--- src/rtl/poll_sequencer.sv ---
module poll_sequencer #(
  parameter int AW = 8,
  parameter int DW = 16
) (
  input  logic          clk,
  input  logic          rst_n,
  input  logic          opr_wr,
  input  logic [15:0]   opr_wdata,
  output logic [15:0]   opr_rdata,
  input  logic          trig_wr,
  input  logic [7:0]    trig_code,
  input  logic          ofs_wr,
  input  logic [AW-1:0] ofs_wdata,
  output logic [AW-1:0] ofs_q,
  output logic [AW-1:0] last_q,
  output logic          mem_req,
  output logic [AW-1:0] mem_addr,
  input  logic          mem_ack,
  input  logic [DW-1:0] mem_rdata,
  output logic [DW-1:0] cw1_q,
  output logic [DW-1:0] xw_q,
  output logic [DW-1:0] cw2_q,
  output logic          xfer_start,
  input  logic          xfer_done,
  input  logic          xfer_valid,
  output logic          irq_good,
  output logic          irq_bad,
  output logic          irq_pollcmp
);
  typedef enum logic [2:0] {S_IDLE, S_FCW, S_FXW, S_FC2, S_GO, S_WAIT, S_CMPL} st_t;
  st_t st;
  logic [5:0]    ctl;
  logic [AW-1:0] ent, ofs;
  logic [1:0]    tries;

  wire bc_on   = ctl[0] & ctl[1];
  wire running = (st != S_IDLE);
  wire trig_ok = trig_wr & bc_on & ~running;
  wire [AW-1:0] nxt = ent + (xw_q[5] ? AW'(3) : AW'(2));

  assign opr_rdata  = {6'b0, running, 3'b0, ctl};
  assign ofs_q      = ofs;
  assign last_q     = ent;
  assign mem_req    = (st == S_FCW) | (st == S_FXW) | (st == S_FC2);
  assign mem_addr   = ent + ((st == S_FXW) ? AW'(1) : (st == S_FC2) ? AW'(2) : AW'(0));
  assign xfer_start = (st == S_GO);

  always_ff @(posedge clk or negedge rst_n) begin
    if (!rst_n) begin
      st <= S_IDLE; ctl <= '0; ent <= '0; ofs <= '0; tries <= '0;
      cw1_q <= '0; xw_q <= '0; cw2_q <= '0;
      irq_good <= 1'b0; irq_bad <= 1'b0; irq_pollcmp <= 1'b0;
    end else begin
      irq_good <= 1'b0; irq_bad <= 1'b0; irq_pollcmp <= 1'b0;
      if (opr_wr) ctl <= opr_wdata[5:0];
      if (ofs_wr) ofs <= ofs_wdata;
      case (st)
        S_IDLE: if (trig_ok) begin
          tries <= '0;
          case (trig_code)
            8'h20: begin ent <= ofs; st <= S_FCW; end
            8'h22: begin ent <= '0; ofs <= '0; st <= S_FCW; end
            8'h24: begin ent <= nxt; st <= S_FCW; end
            default: ;
          endcase
        end
        S_FCW: if (mem_ack) begin cw1_q <= mem_rdata; st <= S_FXW; end
        S_FXW: if (mem_ack) begin
          xw_q <= mem_rdata;
          st <= mem_rdata[5] ? S_FC2 : S_GO;
        end
        S_FC2: if (mem_ack) begin cw2_q <= mem_rdata; st <= S_GO; end
        S_GO:  st <= S_WAIT;
        S_WAIT: if (xfer_done) begin
          if (xfer_valid) begin
            irq_good <= 1'b1;
            if (xw_q[6]) begin ent <= nxt; tries <= '0; st <= S_FCW; end
            else st <= S_CMPL;
          end else begin
            irq_bad <= 1'b1;
            if (tries < ctl[5:4]) begin tries <= tries + 2'd1; st <= S_GO; end
            else if (ctl[3] && xw_q[6]) begin ent <= nxt; tries <= '0; st <= S_FCW; end
            else st <= S_IDLE;
          end
        end
        S_CMPL: begin
          irq_pollcmp <= 1'b1;
          if (ctl[2] && bc_on) begin ent <= ofs; tries <= '0; st <= S_FCW; end
          else st <= S_IDLE;
        end
        default: st <= S_IDLE;
      endcase
    end
  end
endmodule


--- config.mk ---
export PLATFORM = sky130hd
export DESIGN_NAME = poll_sequencer
export DESIGN_NICKNAME = d
export VERILOG_FILES = /design/src/rtl/poll_sequencer.sv
export SDC_FILE = /design/constraint.sdc
export NUM_CORES = 1
export LEC_CHECK = 0
export BUFFER_PORTS_ARGS = -buffer_cell sky130_fd_sc_hd__buf_2
export CORE_MARGIN = 8
export CORE_UTILIZATION = 41
export DETAILED_ROUTE_END_ITERATION = 6
export PLACE_DENSITY = 0.81
export SYNTH_ARGS = -nofsm -noshare
export SYNTH_HDL_FRONTEND = slang
export SYNTH_SLANG_ARGS = --single-unit
--- constraint.sdc ---
create_clock -name clk -period 2.57 [get_ports clk]
set_clock_uncertainty 0.15 [all_clocks]
set_input_delay 0.257 -clock clk [delete_from_list [all_inputs] [get_ports clk]]
set_output_delay 0.257 -clock clk [all_outputs]
set_load 0.005 [all_outputs]
==> flow_summary.toml <==
[worst_setup_path]
worstSetupStartpointType = "register"
crit_type = "reg2out"
arrival_ns = 2.04
cp_common_cell = "nor2b_2"
critPathMaxFanout = 8
cp-end-kind = "output pin"
crit_chain = "nor2b_2 > nand2_1 > inv_2 > ha_1 > a21oi_1 > nor2b_2 > nand3_1 > xnor2_1 > buf_2"
slowest_delay_ns = 0.49
cp.required_ns = 2.16
critPathSlowestCell = "dfrtp_2"

[power_and_ir_drop]
vdd_drop_max_mv = 0.478
power_leakage_uw = 0.00238
finalPower_uw = 5380
powerDensity_nw_per_um2 = 1090

[run]
cap_viol_max_count = 0

[cts]
ctsLongestPathBuffers = 2
clock_latency_ns = 0.34
clk_pin_slew_ns = 0.08
htreeDepth = 3
clockRootBuffer = "clkbuf_8"
cts_buffers = 9
cts_num_sinks = 78
cts_tree = "yes"

[placement]
dp_hpwl_microns = 7240
dp_worst_setup_slack_ns = 0.170
gp_congestion = 0.867
port_buffers = 129

[yosys]
synth_cells = 319
netlist_top_cells_area = "dfrtp_1, mux2_2, mux2i_1"
seq_area_frac_synth = 0.515
synth.top_cell.area_share = 0.515
ys_ff_latch = 78
synth_edf_count = 0
ys_warn_count = 0
synthFlopType = "dfrtp_1"
syn_area_sq_um = 3790
synth_top_area_cell = "dfrtp_1"
ys_types = 55
syn_avg_cell_area_sq_um = 11.9
synthArstFlopShare = 1.00

[floorplan]
rows = 35
start_util = 0.416
core-area_sq_um = 9110
io_pins = 149
die_h_microns = 112
dieArea_sq_um = 12600
die_w_microns = 112

[detailed_routing]
wirelength_microns = 9710
drt_pass1_iterations = 4
vias = 2998
ant_nets = 0
drc = 0
via_per_inst = 5.17
routedWlPerCell_microns = 16.7
drtIter0Drc = 75

[layout]
fin_nets = 526
final_core_util = 0.541
final_common_cell = "buf_2"
antenna_cells = 0
drive_above_1_share = 0.495
layout_common_cells = "buf_2, dfrtp_1, mux2_2"
area_delta_synth_final_pct = 29.8

[global_routing]
use_met1 = 0.176
grt_pass1_wl_microns = 16000
met3_usage = 0.0569
overflow = 0
grt_util_met2 = 0.270
grt_pass1_vias = 3127
busiest_layer = "met2"
global_route.usage.total = 0.155
grt_max_degree = 79
antenna_found_initial = 0

[run_status]
status = "completed"

[timing]
period_minus_slack_ns = 2.44
worst_slew_pin_slew_ns = 0.980
hold_violations = 0
slew-limit-headroom = 0.346
setup_ws_ns = 0.127
fmax_mhz = 409
period_share = 0.951
setup-violations-final = 0
slew_violations = 0
tns_ns = 0

[hold_path]
holdCritPathClass = "in2reg"
==> cell families (layout without fill, tap and decap cells) <==
logic type,Yosys count,after routing,synth area share
multiplexers,63,63,0.185
flip-flops,78,78,0.515
AO/OA/AOI/OAI,55,55,0.103
AND/OR/NAND/NOR,74,74,0.111
adder cells (fa/ha/maj),6,6,0.0218
XOR/XNOR,7,7,0.0162
other,1,9,0.000989
buffers and inverters,35,177,0.0475
==> synth_stat cells (2+ instances only) <==
cell and n:
a21o_1 2, nand2b_1 8, a31oi_1 6, nor3b_1 3, inv_1 9, nor4_1 4, mux2_2 53, or2_1 2
buf_2 3, mux2i_1 9, nor3_1 2, and3_1 2, clkbuf_1 11, nor2_1 20, nor2b_1 5, dfrtp_1 78
nand3_1 4, o21ai_1 4, xor2_1 4, ha_1 5, o31ai_1 6, and3b_1 2, nand2_1 11, buf_4 10
or3_1 2, o21ai_0 11, a21oi_1 12, o21a_1 2, xnor2_1 3
==> state kept, by name (all words and copies together) (netlist names), 2 cells and up <==
register,count
st,3
tries,2
cw1_q,16
ctl,6
xw_q,16
last_q,8
cw2_q,16
ofs_q,8
==> cell type report <==
type                       instances  area [sq um]
clock buffer                       9           124
timing repair buffer             152           846
fill                             799          4190
multi-input combinational        214          1730
clock inverter                     7          97.6
sequential                        78          1950
tap                              111           139
inverter                           9          33.8
==> path summary, 6_finish.rpt <==
| check | startpoint | endpoint | slack, ns | cells past startpoint |
|---|---|---|---|---|
| worst max register to register | st[0] | last_q[0] | 0.29 | 5 |
| max in group asynchronous | rst_n | st[1] | 1.10 | 2 |
| worst max-delay path | st[2] | mem_addr[5] | 0.13 | 9 |
| worst min-delay path | ofs_wdata[0] | ofs_q[0] | 0.02 | 3 |
| min in group asynchronous | rst_n | cw2_q[12] | 0.49 | 2 |
| worst min register to register | xw_q[1] | xw_q[1] | 0.35 | 1 |
==> per-stage QoR <==
stage / hold WS (ns) / instance area [sq um] / instances
floorplan: -0.189 / 3820 / 327
global placement: 0.308 / 4540 / 550
detailed placement: 0.321 / 4540 / 550
CTS: 0.000295 / 4850 / 574
global route: 0.0000850 / 4920 / 580
finish: 0.0164 / 4920 / 580
==> worst max-delay path, delay by kind of cell (launching register included) <==
family,cells,cell delay [ns]
compound gates,1,0.17
simple gates,4,0.46
xor+xnor,1,0.12
flops,1,0.49
buf+inv,2,0.23
fa+ha+maj,1,0.22
==> routing by layer <==
layer  wire length [microns]  up-vias
met2                    4980       96
met4                      66        0
met5                       0        -
li1                        -     1407
met1                    3960     1487
met3                     699        8
==> repair_timing <==
| item | 4_1_cts | 5_1_grt |
|---|---|---|
| hold endpoints to repair | 85 | 2 |
| setup endpoints to repair | 4 | 5 |
| hold buffers | 8 | 2 |
| pin swaps | 0 | 2 |
| resized for setup | 4 | 9 |
| buffers inserted | 0 | 4 |
| cloned | 0 | 0 |
==> where the power goes <==
part           switching [uW]  internal (uW)  leakage, uW
sequential                365           1720     0.000942
combinational            1070           1220      0.00133
clock                     459            550     0.000106
total                    1890           3490      0.00238
No activity file was read; power rests on OpenSTA's default activity.
